### config.mk
export PLATFORM = sky130hd
export DESIGN_NAME = adc_ctl_reg
export DESIGN_NICKNAME = d
export VERILOG_FILES = /design/src/rtl/adc_ctl_reg.sv
export SDC_FILE = /design/constraint.sdc
export NUM_CORES = 1
export LEC_CHECK = 0
export ABC_AREA = 1
export BUFFER_PORTS_ARGS = -buffer_cell sky130_fd_sc_hd__buf_2
export CORE_AREA = 2 2 39 41
export DETAILED_ROUTE_END_ITERATION = 12
export DIE_AREA = 0 0 41 43
export PLACE_DENSITY_LB_ADDON = 0.08
export SLEW_MARGIN = 10
export SYNTH_ARGS = -nofsm -noshare
export SYNTH_HDL_FRONTEND = slang
export SYNTH_SLANG_ARGS = --single-unit
### constraint.sdc
create_clock -name clk -period 1.7 [get_ports clk]
set_clock_uncertainty 0.05 [all_clocks]
set_input_delay 0.085 -clock clk [delete_from_list [all_inputs] [get_ports clk]]
set_output_delay 0.085 -clock clk [all_outputs]
set_load 0.01 [all_outputs]
### src/rtl/adc_ctl_reg.sv
module adc_ctl_reg #(
  parameter int DW  = 8,
  parameter int CHW = 5
) (
  input  logic           clk,
  input  logic           rst_n,
  input  logic           reg_sel,
  input  logic           wr_en,
  input  logic           rd_en,
  input  logic [DW-1:0]  wdata,
  output logic [DW-1:0]  rdata,
  input  logic           conv_done,
  output logic           start_conv,
  output logic [CHW-1:0] chan,
  output logic           cont_mode,
  output logic           cpu_irq
);
  localparam int CONT_B = CHW;
  localparam int IEN_B  = CHW + 1;
  localparam int FLAG_B = CHW + 2;
  localparam logic [CHW-1:0] CH_IDLE = '1;

  logic flag, ien, cont, first, irq_q, start_q;
  logic [CHW-1:0] ch;

  wire ctl_wr  = wr_en & ~reg_sel;
  wire data_rd = rd_en &  reg_sel;
  wire ctl_rd  = rd_en & ~reg_sel;

  always_ff @(posedge clk or negedge rst_n) begin
    if (!rst_n) begin
      flag    <= 1'b0;
      ien     <= 1'b0;
      cont    <= 1'b0;
      ch      <= CH_IDLE;
      first   <= 1'b0;
      irq_q   <= 1'b0;
      start_q <= 1'b0;
    end else if (ctl_wr) begin
      ien     <= wdata[IEN_B];
      cont    <= wdata[CONT_B];
      ch      <= wdata[CHW-1:0];
      flag    <= wdata[IEN_B] & wdata[FLAG_B];
      first   <= 1'b1;
      irq_q   <= 1'b0;
      start_q <= (wdata[CHW-1:0] != CH_IDLE);
    end else begin
      start_q <= conv_done & cont & (ch != CH_IDLE);
      if (conv_done) first <= 1'b0;
      if (!ien) begin
        if (conv_done && (!cont || first)) flag <= 1'b1;
        else if (data_rd)                  flag <= 1'b0;
      end
      if (ien && !flag && conv_done) irq_q <= 1'b1;
      else if (data_rd)              irq_q <= 1'b0;
    end
  end

  assign start_conv = start_q;
  assign chan       = ch;
  assign cont_mode  = cont;
  assign cpu_irq    = irq_q;
  assign rdata      = ctl_rd ? DW'({flag, ien, cont, ch}) : '0;

  p_chan_load_r2: assert property (@(posedge clk) disable iff (!rst_n)
    ctl_wr |=> chan == $past(wdata[CHW-1:0]));
  p_flag_from_done_r3: assert property (@(posedge clk) disable iff (!rst_n)
    (!ien && $rose(flag)) |-> $past(conv_done));
  p_irq_hold_r7: assert property (@(posedge clk) disable iff (!rst_n)
    (cpu_irq && !ctl_wr && !data_rd) |=> cpu_irq);
  p_dma_mask_r8: assert property (@(posedge clk) disable iff (!rst_n)
    (ien && flag) |-> !cpu_irq);
  p_idle_no_start_r9: assert property (@(posedge clk) disable iff (!rst_n)
    start_conv |-> chan != CH_IDLE);
  p_write_wins_r11: assert property (@(posedge clk) disable iff (!rst_n)
    (ctl_wr && !wdata[IEN_B]) |=> (!flag && !cpu_irq));
endmodule

# Yosys cells after proc, flatten, opt, wreduce, memory -nomap -nowiden

Index checks and enable logic that the tools add are counted.

Input bits: 14
Flip-flop bits (word level): 11
Logic and storage cells: 37
Output and inout port bits: 16

Reductions and logical operators: 10
Bitwise operators: 7
Equality and inequality tests: 3
Muxes and demuxes: 10

Operator list:

| operator             | count |
|---|---|
| $ne A5 B5 Y1 const B | 2 |
| $mux W1              | 9 |
| $mux W8              | 1 |
| $and A1 B1 Y1        | 6 |
| $reduce_bool A3 Y1   | 2 |
| $logic_and A1 B1 Y1  | 3 |
| $logic_not A1 Y1     | 2 |
| $ne A2 B1 Y1 const B | 1 |
| $reduce_and A2 Y1    | 1 |
| $reduce_bool A2 Y1   | 1 |
| $logic_or A1 B1 Y1   | 1 |
| $not A1 Y1           | 1 |

# Depth between registers and ports, before layout

Word-level depth: 6
Gate-level depth with buffers: 7
Mapped depth without buffers: 7

# Worst setup path after synthesis

No wires, ideal clock.

Path kind: register to register
Start point: register ch[0], in the netlist chan[0]
End point: register start_q, in the netlist start_conv
Data arrival time: 0.792 ns
Slack: 0.737 ns
Setup time: 0.120 ns
Data required time: 1.530 ns
Buffers on the path: 0
Stages on the path, launching flop included: 4
Cells stage by stage: dfstp_2 > nand4_1 > o21ai_1 > nand2_1

Word-level cells in the longest chain between the ends: 3

RTL lines:

| item                     | line | text |
|---|---|---|
| start: declaration       | 24   | `logic [CHW-1:0] ch;` |
| start signal: assignment | 42   | `ch <= wdata[CHW-1:0];` |
| $ne A5 B5 Y1             | 48   | `start_q <= conv_done & cont & (ch != CH_IDLE);` |
| $and A1 B1 Y1            | 48   |  |
| $mux W1                  | 39   | `end else if (ctl_wr) begin` |
| end signal: assignment   | 46   | `start_q <= (wdata[CHW-1:0] != CH_IDLE);` |
| end signal: assignment   | 48   |  |
| end: declaration         | 23   | `logic flag, ien, cont, first, irq_q, start_q;` |

No other way between the ends.
A chain may end at the register's enable or synchronous reset.

# Final worst setup path

Start point: register ch[3], in the netlist chan[3]
End point: output rdata[3]

Word-level cells in the longest chain between the ends: 1

RTL lines:

| item             | line | text |
|---|---|---|
| $mux W8          | 63   | `assign rdata = ctl_rd ? DW'({flag, ien, cont, ch}) : '0;` |
| end: declaration | 11   | `output logic [DW-1:0] rdata,` |

No other way between the ends.

==> summary.md <==
| Metric | Value |
|---|---|
| Relative slew slack | `between 70 and 80%` |
| Post-route ant nets | `0` |
| Post-CTS Resized | `0` |
| Critical path endpoint category | `primary output` |
| LEAKAGE | `between 0.0004 and 0.0005 uW` |
| Core Area | `roughly 1400 um^2` |
| GR Overflow Total | `0` |
| Adder-cell share of the synthesized area | `0%` |
| Hold buffers post-CTS | `7` |
| Worst R2R Start | `chan[0]$_DFFE_PN1P_` |
| Synth Register Bits | `11` |
| Synth-to-Final Area Change | `41.0%` |
| Worst-Margin Slew | `roughly 0.30 ns` |
| Worst EP arrival | `roughly 1.1 ns` |
| Hold Path Sink | `first$_DFFE_PN0P_` |
| Worst skew pair latency | `around 0.26 ns` |
| Syn Inst Count | `70` |
| Clock buffer depth | `2` |
| R2R cell count | `3` |
| Die area | `~1800 um^2` |
| WP buf/inv | `2` |
| # fillers | `roughly 140` |
| Setup TNS | `0 ns` |
| Cell Area, Synth | `about 590 um^2` |
| Setup Viol. Count Final | `0` |
| Max incr delay on CP | `between 0.5 and 0.6 ns` |
| Power density cells | `822 nW/um^2` |
| Simple-gate portion of the synthesized area | `27.8%` |
| Setup crit start kind | `flop` |
| Clock sink count | `11` |
| Post-synth cell types | `17` |
| Pins Over Slew Limit | `0` |
| Tot GR Track Use | `roughly 18%` |
| Family with the most delay on the worst path | `flip-flops` |
| Clock tree from TritonCTS | `built` |
| Overall power | `approximately 700 uW` |
| Syn_nets | `84` |
| Final period util | `between 70% and 80%` |
| DRT Pass-1 Iters | `4` |
| Wire length per cell | `around 11 um` |
| Row Count | `14` |
| Die Width | `approximately 40 um` |
| Io pins | `30` |
| Chip height | `between 40 and 50 um` |
| CTS H-tree lvls | `1` |
| Multi-input gate area | `240 um^2` |
| Final hold vios | `0` |
| Avg Cell Area, Syn | `8.42 um^2` |
| CP required | `between 1.5 and 2 ns` |
| Yosys warning total | `0` |
| Post-layout util | `between 60% and 70%` |
| Clock slew at reported path FFs | `around 0.070 ns` |
| Diodes inserted | `0` |
| Post-Synth XOR/XNOR Area | `0%` |
| Initial Util | `42.6%` |
| DRC viols | `0` |
| Post-synthesis mux area share | `0%` |
| Mean number of vias per cell | `4.74` |
| Setup Buffers After CTS | `0` |
| Crit Path Max Fanout | `3` |
| VDD IR max | `roughly 0.44 mV` |
| First-pass GRT wire length | `roughly 2.1 mm` |
| Critical path's slowest cell | `dfstp_2` |
| Initial antenna violation count | `0` |
| Sequential-to-total area share from yosys stat | `between 40% and 50%` |
| Final WL | `~1.3 mm` |
| Compound-Gate Fraction of Synth Area | `13.0%` |
| Flop-to-flop setup slack | `about 0.7 ns` |
| Dpl hpwl | `1.00 mm` |
| Hold path cells | `2` |
| Number of global-route vias before repair | `between 500 and 600` |
| Most common cell after layout, fill and taps aside | `buf_2` |
| Nets | `between 100 and 150` |
| Pin count of the biggest net entering global routing | `14` |
| RSZ-0062 raised after global routing | `no` |
| Fmax | `811 MHz` |
| Largest family of logic cells by synthesized area | `simple AND/OR/NAND/NOR gates` |
| CTS buffer count | `3` |
| Most frequent cells in the layout | `buf_2 (29), nand2_1 (17), inv_1 (10)` |
| Worst-path cell chain | `inv_1 > nor2_1 > buf_2` |
| Worst hold path type | `input pin to flop` |
| DR iter-0 viols | `10` |
| Placer Congestion | `about 0.7` |
| Fin cells | `125` |
| Reg2Reg Capture Point | `start_conv$_DFF_PN0_` |
| Status | `finished clean` |
| Crit Path Class | `flop to primary output` |
| PortBufs | `29` |
| Layout cells sized above 1 | `about 46%` |
| CTS Root Cell | `clkbuf_4` |
| Hold Path Origin | `conv_done` |
| Placed insts | `about 110` |
| Maxcap violations | `0` |
| Sequential cell area | `roughly 280 um^2` |
| Tmin final | `1.23 ns` |
| Via count | `around 590` |
[worst reg2reg max path, delay by kind of cell, from the launching register on]
kind / cells / cell delay, ns
AND/OR/NAND/NOR: 2 / 0.17
flip-flops: 1 / 0.54
AO/OA/AOI/OAI: 1 / 0.13
[stage by stage]
step / cell area [um^2] / setup WS (ns) / hold WS (ns)
floorplan: 589 / 0.737 / -0.261
global placement: 734 / 0.731 / -0.0867
detailed placement: 734 / 0.709 / -0.0868
CTS: 831 / 0.447 / 0.0330
global route: 831 / 0.397 / 0.0556
finish: 831 / 0.467 / 0.0360
[cells by family (layout without fill, tap and decap cells)]
kind of cell	after synthesis	in the layout
AOI/OAI and AO/OA	10	10
buffers and inverters	13	52
DFF	11	11
and+or+nand+nor	36	36
[area by class of cell]
cell class / instances / area share (%)
flip-flops and latches: 11 / 33.9
multi-input cells: 46 / 28.9
repair buffers: 36 / 25.9
inverters: 12 / 5.72
clock buffers: 4 / 3.16
well taps: 16 / 2.41
[power breakdown]
group	internal (uW)	switching (uW)	total, uW
combinational	78.9	102	181
sequential	307	21.0	328
clock	90.5	82.8	173
total	477	206	683
[cell usage after synthesis]
library cell,instances,area [um^2]
nand3_1,4,20.0
inv_4,1,6.26
nor2_1,8,30.0
inv_2,1,3.75
o21ai_0,2,10.0
dfstp_2,5,131
nand2_2,2,12.5
and3_2,1,7.51
nand4_1,3,18.8
buf_12,1,20.0
nand2_1,17,63.8
inv_1,10,37.5
dfrtp_1,6,150
a21oi_2,1,8.76
o21ai_1,1,5.00
nand2_4,1,11.3
o21ai_2,6,52.6
[how the worst max path moves through the flow]
stage / start / to / slack (ns) / cells after the start
finish: chan[3]$_DFFE_PN1P_ / rdata[3] / 0.47 / 3
global route: chan[0]$_DFFE_PN1P_ / rdata[0] / 0.40 / 3
CTS: chan[1]$_DFFE_PN1P_ / rdata[1] / 0.45 / 3
detailed placement: chan[1]$_DFFE_PN1P_ / start_conv$_DFF_PN0_ / 0.71 / 3
global placement: chan[0]$_DFFE_PN1P_ / start_conv$_DFF_PN0_ / 0.73 / 3
floorplan: chan[0]$_DFFE_PN1P_ / start_conv$_DFF_PN0_ / 0.74 / 3
[flip-flops by register name, summed over array words and instances (netlist names)]
register,count
cpu_irq,1
ien,1
chan,5
first,1
flag,1
start_conv,1
cont_mode,1
[per-layer routing]
metal	track usage [%]	share of wire [%]
met5	0	0
met4	6.67	0.75
met3	4.71	4.5
met2	29.4	50
met1	21.4	45
Power figures use the tool's default switching activity.
